$ cat config.mk
export PLATFORM = sky130hd
export DESIGN_NAME = int_take_seq
export DESIGN_NICKNAME = d
export VERILOG_FILES = /design/src/rtl/int_take_pkg.sv /design/src/rtl/int_nmi_timer.sv /design/src/rtl/int_irq_sampler.sv /design/src/rtl/int_halt_ctrl.sv /design/src/rtl/int_take_seq.sv
export SDC_FILE = /design/constraint.sdc
export NUM_CORES = 1
export LEC_CHECK = 0
export ABC_CLOCK_PERIOD_IN_PS = 1700
export BUFFER_PORTS_ARGS = -buffer_cell sky130_fd_sc_hd__buf_2
export CORE_AREA = 2 2 39 41
export DETAILED_ROUTE_END_ITERATION = 6
export DIE_AREA = 0 0 41 43
export PLACE_DENSITY = 0.57
export SYNTH_ARGS = -nofsm -noshare
export SYNTH_HDL_FRONTEND = slang
export SYNTH_SLANG_ARGS = --single-unit
$ cat constraint.sdc
create_clock -name clk -period 1.7 [get_ports clk]
set_input_delay 0 -clock clk [delete_from_list [all_inputs] [get_ports clk]]
set_output_delay 0 -clock clk [all_outputs]
set_load 0.02 [all_outputs]
$ cat src/rtl/int_take_pkg.sv
package int_take_pkg;
    typedef enum logic {
        CORE_RUN  = 1'b0,
        CORE_HALT = 1'b1
    } core_mode_e;
endpackage

$ cat src/rtl/int_nmi_timer.sv
module int_nmi_timer #(
    parameter int DLY_W = 2
) (
    input  logic             clk,
    input  logic             rst_n,
    input  logic             cyc_en,
    input  logic             req,
    input  logic [DLY_W-1:0] req_dly,
    input  logic             lock,
    input  logic             take,
    output logic             cnt_one,
    output logic             pend,
    output logic             fire
);
    localparam logic [DLY_W-1:0] ONE = DLY_W'(1);

    typedef struct packed {
        logic [DLY_W-1:0] cnt;
        logic             pend;
    } nmi_st_t;

    nmi_st_t st_d, st_q;

    always_comb begin
        st_d = st_q;
        fire = cyc_en && !req && (st_q.cnt == ONE) && !lock;
        if (req) begin
            st_d.cnt = req_dly;
        end else if (cyc_en && (st_q.cnt != '0)) begin
            if (st_q.cnt == ONE)
                st_d.cnt = lock ? ONE : '0;
            else
                st_d.cnt = st_q.cnt - ONE;
        end
        st_d.pend = fire | (st_q.pend & ~take);
    end

    always_ff @(posedge clk or negedge rst_n) begin
        if (!rst_n) st_q <= '0;
        else        st_q <= st_d;
    end

    assign cnt_one = (st_q.cnt == ONE);
    assign pend    = st_q.pend;

    assert_lock_holds_R3: assert property (@(posedge clk) disable iff (!rst_n)
        (cyc_en && !req && st_q.cnt == ONE && lock) |=> (st_q.cnt == ONE));

    assert_pend_source_R2: assert property (@(posedge clk) disable iff (!rst_n)
        $rose(st_q.pend) |-> ($past(st_q.cnt) == ONE && !$past(lock)));

    assert_count_step_R1: assert property (@(posedge clk) disable iff (!rst_n)
        (cyc_en && !req && st_q.cnt > ONE) |=> (st_q.cnt == $past(st_q.cnt) - ONE));
endmodule

$ cat src/rtl/int_irq_sampler.sv
module int_irq_sampler #(
    parameter int SRC_W = 4
) (
    input  logic             clk,
    input  logic             rst_n,
    input  logic             cyc_en,
    input  logic [SRC_W-1:0] src,
    input  logic             mask,
    input  logic             lock,
    output logic             smp,
    output logic             wake
);
    typedef struct packed {
        logic smp;
    } irq_st_t;

    irq_st_t st_d, st_q;
    logic    any_src;

    always_comb begin
        any_src = |src;
        st_d    = st_q;
        if (cyc_en)
            st_d.smp = any_src && !mask && !lock;
        wake = cyc_en && any_src && !lock;
    end

    always_ff @(posedge clk or negedge rst_n) begin
        if (!rst_n) st_q <= '0;
        else        st_q <= st_d;
    end

    assign smp = st_q.smp;

    assert_lock_blanks_R5: assert property (@(posedge clk) disable iff (!rst_n)
        (cyc_en && lock) |=> !st_q.smp);

    assert_mask_blanks_R4: assert property (@(posedge clk) disable iff (!rst_n)
        (cyc_en && mask) |=> !st_q.smp);
endmodule

$ cat src/rtl/int_halt_ctrl.sv
module int_halt_ctrl
    import int_take_pkg::*;
(
    input  logic clk,
    input  logic rst_n,
    input  logic cyc_en,
    input  logic enter,
    input  logic wake,
    output logic halted,
    output logic done
);
    typedef struct packed {
        core_mode_e mode;
        logic       woke;
    } halt_st_t;

    halt_st_t st_d, st_q;

    always_comb begin
        st_d = st_q;
        done = (st_q.mode == CORE_HALT) && cyc_en && st_q.woke;
        if (st_q.mode == CORE_RUN) begin
            if (enter) begin
                st_d.mode = CORE_HALT;
                st_d.woke = wake;
            end else begin
                st_d.woke = st_q.woke | wake;
            end
        end else begin
            st_d.woke = st_q.woke | wake;
            if (done) st_d.mode = CORE_RUN;
        end
    end

    always_ff @(posedge clk or negedge rst_n) begin
        if (!rst_n) st_q <= '{mode: CORE_RUN, woke: 1'b0};
        else        st_q <= st_d;
    end

    assign halted = (st_q.mode == CORE_HALT);

    assert_no_early_exit_R8: assert property (@(posedge clk) disable iff (!rst_n)
        (st_q.mode == CORE_HALT && !st_q.woke) |=> (st_q.mode == CORE_HALT));

    assert_enter_halts_R7: assert property (@(posedge clk) disable iff (!rst_n)
        (st_q.mode == CORE_RUN && enter) |=> (st_q.mode == CORE_HALT));
endmodule

$ cat src/rtl/int_take_seq.sv
module int_take_seq #(
    parameter int DLY_W = 2,
    parameter int SRC_W = 4
) (
    input  logic             clk,
    input  logic             rst_n,
    input  logic             cyc_en,
    input  logic             nmi_req,
    input  logic [DLY_W-1:0] nmi_delay,
    input  logic [SRC_W-1:0] irq_src,
    input  logic             irq_mask,
    input  logic             dma_lock,
    input  logic             boundary,
    input  logic             halt_enter,
    output logic             take_nmi,
    output logic             take_irq,
    output logic             wait_done,
    output logic             dummy_rd
);
    logic nmi_one, nmi_pend, nmi_fire;
    logic irq_smp, irq_wake;
    logic halted, check;

    int_nmi_timer #(.DLY_W(DLY_W)) u_nmi (
        .clk(clk), .rst_n(rst_n), .cyc_en(cyc_en), .req(nmi_req),
        .req_dly(nmi_delay), .lock(dma_lock), .take(take_nmi),
        .cnt_one(nmi_one), .pend(nmi_pend), .fire(nmi_fire)
    );

    int_irq_sampler #(.SRC_W(SRC_W)) u_irq (
        .clk(clk), .rst_n(rst_n), .cyc_en(cyc_en), .src(irq_src),
        .mask(irq_mask), .lock(dma_lock), .smp(irq_smp), .wake(irq_wake)
    );

    int_halt_ctrl u_halt (
        .clk(clk), .rst_n(rst_n), .cyc_en(cyc_en), .enter(halt_enter),
        .wake(nmi_fire | irq_wake), .halted(halted), .done(wait_done)
    );

    always_comb begin
        check    = (boundary && !halted) || wait_done;
        take_nmi = check && nmi_pend;
        take_irq = check && !nmi_pend && irq_smp;
        dummy_rd = nmi_one || nmi_pend || irq_smp || (!irq_mask && (|irq_src));
    end

    assert_one_take_R6: assert property (@(posedge clk) disable iff (!rst_n)
        $onehot0({take_nmi, take_irq}));

    assert_take_preread_R10: assert property (@(posedge clk) disable iff (!rst_n)
        (take_nmi || take_irq) |-> dummy_rd);
endmodule

# ---- Word-level counts from Yosys, hierarchy flattened
# Cells that the tools add are included.
dict set report word_totals {
  output_inout_bits 4
  input_bits 14
  reg_bits 6
}
dict set report op_classes {
  bitwise_logic 5
  n_eq_ne 1
  muxes 8
  reduce_logical 26
  add_sub_neg 1
}
# cell n
set op_table {}
lappend op_table {{$logic_and A1 B1 Y1} 14}
lappend op_table {{$mux W2} 4}
lappend op_table {{$logic_not A1 Y1} 5}
lappend op_table {{$logic_or A1 B1 Y1} 4}
lappend op_table {{$mux W1} 4}
lappend op_table {{$reduce_bool A2 Y1} 2}
lappend op_table {{$reduce_or A4 Y1} 1}
lappend op_table {{$or A1 B1 Y1} 3}
lappend op_table {{$eq A2 B1 Y1 const B} 1}
lappend op_table {{$sub A2 B1 Y2 const B} 1}
lappend op_table {{$and A1 B1 Y1} 1}
lappend op_table {{$not A1 Y1} 1}

# ---- Longest topological paths before layout
dict set report logic_depth {
  word_depth 8
  depth_mapped 5
}

# ---- Cells and area by module
# Synthesis repeated with hierarchy kept, for this count alone.
dict set report unflattened {
  cells_unflattened 40
  area_unflattened_um2 376.6
}
# module area_per_inst_um2 instances cells_each
set by_module_without_submodules {}
lappend by_module_without_submodules {int_nmi_timer 186.4 1 19}
lappend by_module_without_submodules {int_halt_ctrl 82.6 1 7}
lappend by_module_without_submodules {int_irq_sampler 57.6 1 6}
lappend by_module_without_submodules {int_take_seq 50.0 1 8}

# ---- Worst setup path after synthesis
# Ideal clock, no wire load.
dict set report synth_path {
  path_type {register to register}
  start {reg u_nmi.st_q[1] (netlist name)}
  end {reg u_nmi.st_q[2] (netlist name)}
  stages_incl_launch_ff 6
  required_ns 1.626
  n_path_buf 0
  path_slack_ns 0.507
  arrival_time_ns 1.119
  path_cell_list {dfrtp_1 -> inv_1 -> ha_1 -> nor2b_4 -> mux2_4 -> o21ai_2}
}
dict set report synth_via {
  elab_chain_len 4
  elab_cells_between_ends 8
  cone_classes {add/sub (1); eq/ne (1); mux (3); reduce/logical (3)}
}
# item line
set synth_rtl {}
lappend synth_rtl {{start: declaration} int_nmi_timer.sv:22} ;# nmi_st_t st_d, st_q;
lappend synth_rtl {{start signal: assignment} int_nmi_timer.sv:40} ;# else st_q <= st_d;
lappend synth_rtl {{$sub A2 B1 Y2 / $eq A2 B1 Y1 (equally long branches)} {int_nmi_timer.sv:33, int_nmi_timer.sv:30}}
lappend synth_rtl {{$mux W2} int_nmi_timer.sv:30} ;# if (st_q.cnt == ONE)
lappend synth_rtl {{$mux W2} int_nmi_timer.sv:29} ;# end else if (cyc_en && (st_q.cnt != '0)) begin
lappend synth_rtl {{$mux W2} int_nmi_timer.sv:27} ;# if (req) begin
# Parallel ways exist; a longest one is shown, timed or not. The select of a mux whose other input is x is not followed.
# A chain may end at the register's enable or synchronous reset.

# ---- Worst setup path in the final report
dict set report layout_path {
  start {in irq_mask}
  end {reg u_irq.st_q (netlist: u_irq.smp)}
}
dict set report layout_via {
  elab_chain_len 3
}
# item line
set layout_rtl {}
lappend layout_rtl {{start: declaration} int_take_seq.sv:11} ;# input logic irq_mask,
lappend layout_rtl {{$logic_not A1 Y1} int_irq_sampler.sv:24} ;# st_d.smp = any_src && !mask && !lock;
lappend layout_rtl {{$logic_and A1 B1 Y1 (2 in a row)} int_irq_sampler.sv:24}
lappend layout_rtl {{end signal: assignment} int_irq_sampler.sv:30} ;# else st_q <= st_d;
lappend layout_rtl {{end: declaration} int_irq_sampler.sv:17} ;# irq_st_t st_d, st_q;
# No other way between the ends.

==> results.py <==
metrics = {
    "detailed_routing": {
        "vias": 364,
        "via_per_inst": 4.61,
        "wl_per_cell_um": 10.4,
        "drc_errors": 0,
        "dr.pass1.iters": 4,
        "postRouteAntennaNets": 0,
        "drt_iter0_markers": 3,
        "drt-total-wl_um": 825,
    },
    "setup_path": {
        "critPathKind": "input port to flop",
        "path_cells": "dlygate4sd3_1 -> buf_2 -> o32ai_1 -> dlygate4sd3_1",
        "cp_slowest_cell": "dlygate4sd3_1",
        "startpoint_type": "input port",
        "slowest_delay_ps": 580,
        "cp.arrival_ps": 1510,
        "worst-path-max-fanout": 2,
        "regToRegEndpoint": "u_nmi.st_q[2]$_DFFE_PN0P_",
        "worstSetupEndpointType": "flop",
        "crit_top_cell": "dlygate4sd3_1",
        "ff2ff_setup_slack_ps": 430,
        "reg2regPathDepth": 5,
        "worstPathRequired_ps": 1880,
        "r2r_start": "u_nmi.st_q[1]$_DFFE_PN0P_",
    },
    "placed_design": {
        "portBuffers": 17,
        "placed_cell_area_um2": 493,
        "dp_cells": 69,
        "globalplace.congestion": 0.617,
        "place_ws_ps": 437,
        "dp_hpwl_um": 645,
    },
    "timing": {
        "fin_worst_skew_ps": 0.387,
        "timing.final.crit_share_pct": 78.4,
        "rsz0062_at_grt": "no",
        "setup_slack_ps": 367,
        "max_freq_mhz": 750,
        "min_period_ps": 1330,
        "fin_setup_tns_ps": 0,
        "hold_ws_ps": 112,
        "setup_violations": 0,
        "relSlewSlack_pct": 79.0,
        "maxSlewViolCount": 0,
        "tightestPinTransition_ps": 311,
        "hold_viol_final": 0,
    },
    "synthesis": {
        "synthesis.area_um2": 388,
        "synth_cell_type_count": 19,
        "synth-seq-cells": 6,
        "syn_area_per_cell_um2": 10.8,
        "synth_top_area_share_pct": 38.7,
        "synth-seq-area-share_pct": 38.7,
        "synthTopCellsByArea": "dfrtp_1 39%, ha_1 6.5%, nor4_4 5.5%",
        "mappedNetlistNets": 52,
        "synth_top_area_cell": "dfrtp_1",
        "ys_warn_count": 0,
        "syn-instance-count": 36,
    },
    "clock_network": {
        "htree_levels": 1,
        "cts_tree": "done",
        "clk_pin_slew_worst_paths_ps": 40,
        "post_cts_buffers": 0,
        "cts.sinks": 6,
        "clkLatencyLatePin_ps": 240,
        "numCtsBuffers": 3,
        "cts_root_buffer": "clkbuf_4",
        "cts_buffer_depth": 2,
    },
    "power": {
        "power_frac_clock_pct": 24.6,
        "internal-power_w": 0.000357,
        "switchingPower_w": 0.000179,
        "peakVddDrop_mv": 0.371,
        "leakagePower_nw": 0.289,
        "switching_share_pct": 33.4,
        "p_comb_share_pct": 39.0,
        "pwr-share-seq_pct": 36.4,
        "power.density_nw_per_um2": 915,
    },
    "global_route": {
        "overflow": 0,
        "grt_max_degree": 7,
        "grt_pass1_wl_um": 1390,
        "grt_usage_pct": 12.3,
        "antenna_found_initial": 0,
        "grt_pass1_vias": 330,
    },
    "floorplanning": {
        "die_w_um": 41,
        "start_util_pct": 28.0,
        "rows": 14,
        "die_h_um": 43,
        "die_area_um2": 1760,
        "ios": 18,
        "fp.coreArea_um2": 1380,
    },
    "final_layout": {
        "drive_gt1_share_pct": 44.4,
        "area_delta_synth_final_pct": 51.0,
        "instances_no_fill": 79,
        "final_area_um2": 586,
        "multi_input_area_um2": 219,
        "nets": 81,
        "regArea_um2": 150,
        "nFillCells": 131,
        "n_antenna_cell": 0,
    },
    "run_status": {
        "status": "complete, no violations",
    },
    "job": {
        "drv_cap": 0,
    },
    "min_path": {
        "hp-class": "input port to async pin",
    },
}
## logic make-up (layout without fill, tap and decap cells)
group | count (synthesis) | in the layout | share of synthesized area, %
muxes | 1 | 1 | 3.87
AOI/OAI and AO/OA | 10 | 10 | 23.2
buffers and inverters | 5 | 32 | 4.84
and+or+nand+nor | 12 | 12 | 22.9
DFF | 6 | 6 | 38.7
adders and majority gates | 2 | 2 | 6.45
## per-layer routing
| layer | track usage (%) | routed length [µm] | up-vias |
|---|---|---|---|
| met4 | 4.00 | 0 | 0 |
| met3 | 9.42 | 67 | 0 |
| met1 | 12.4 | 353 | 167 |
| met5 | 0 | 0 | - |
| met2 | 18.8 | 404 | 13 |
| li1 | - | - | 184 |
## worst max-delay path: cells and delay by family
| family | cells | cell delay [ps] |
|---|---|---|
| buffers and inverters | 3 | 1250 |
| AO/OA/AOI/OAI | 1 | 260 |
## placed cells by master (no fill, tap or decap), drive strengths merged, types with 2 or more instances in the layout
cell type,n
dlygate4sd3,7
a21oi,2
nand2,3
dfrtp,6
nor3,2
clkbuf,3
nor2b,2
buf,17
nand2b,3
ha,2
inv,5
o21ai,3
## layout make-up
cell class / count / area share, %
inverters: 5 / 3.21
flip-flops and latches: 6 / 25.6
multi-input cells: 25 / 37.4
repair buffers: 24 / 26.5
well taps: 16 / 3.42
clock buffers: 3 / 3.85
## sequential cells by signal, summed over array words and instances (netlist names)
register / cells
u_nmi.st_q: 2
u_irq.smp: 1
u_nmi.pend: 1
u_halt.halted: 1
u_halt.st_q: 1
## stage by stage
stage                     power [W]  utilization, %
final                      0.000536            42.3
after global placement     0.000393            35.6
after global routing       0.000581            42.3
after floorplan            0.000335               -
after detailed placement   0.000396            35.6
after CTS                  0.000547            42.3
## cell usage after synthesis
library cell,n
nand2b_1,3
ha_1,2
nor4_4,1
dfrtp_1,6
o2111ai_1,1
o32ai_1,1
nor2b_1,1
o311ai_0,1
a2bb2o_4,1
o21ai_2,1
nor3_1,2
a21oi_2,2
a21o_1,1
inv_1,5
mux2_4,1
nand2_1,3
and3_2,1
o21ai_0,2
nor2b_4,1
## repair_timing
action	CTS	global route
resized for setup	0	0
hold buffers	7	0
endpoints found under the hold margin	10	0
## how the worst max path moves through the flow
stage,cells past startpoint,from,to,slack [ps]
detailed placement,5,u_nmi.st_q[1]$_DFFE_PN0P_,u_nmi.st_q[2]$_DFFE_PN0P_,440
floorplan,5,u_nmi.st_q[1]$_DFFE_PN0P_,u_nmi.st_q[2]$_DFFE_PN0P_,510
finish,4,irq_mask,u_irq.smp$_DFFE_PN0P_,370
global placement,5,u_nmi.st_q[1]$_DFFE_PN0P_,u_nmi.st_q[2]$_DFFE_PN0P_,490
global route,4,irq_mask,u_irq.smp$_DFFE_PN0P_,310
CTS,4,u_nmi.st_q[1]$_DFFE_PN0P_,dummy_rd,380
## power groups by stage
stage	clock network (W)	logic [W]	registers (W)
2_1_floorplan	0	0.000142	0.000193
3_3_place_gp	0	0.000195	0.000198
3_5_place_dp	0	0.000198	0.000197
4_1_cts	0.000139	0.000212	0.000195
5_1_grt	0.000152	0.000231	0.000199
6_report	0.000132	0.000209	0.000195
Power figures use the tool's default switching activity.
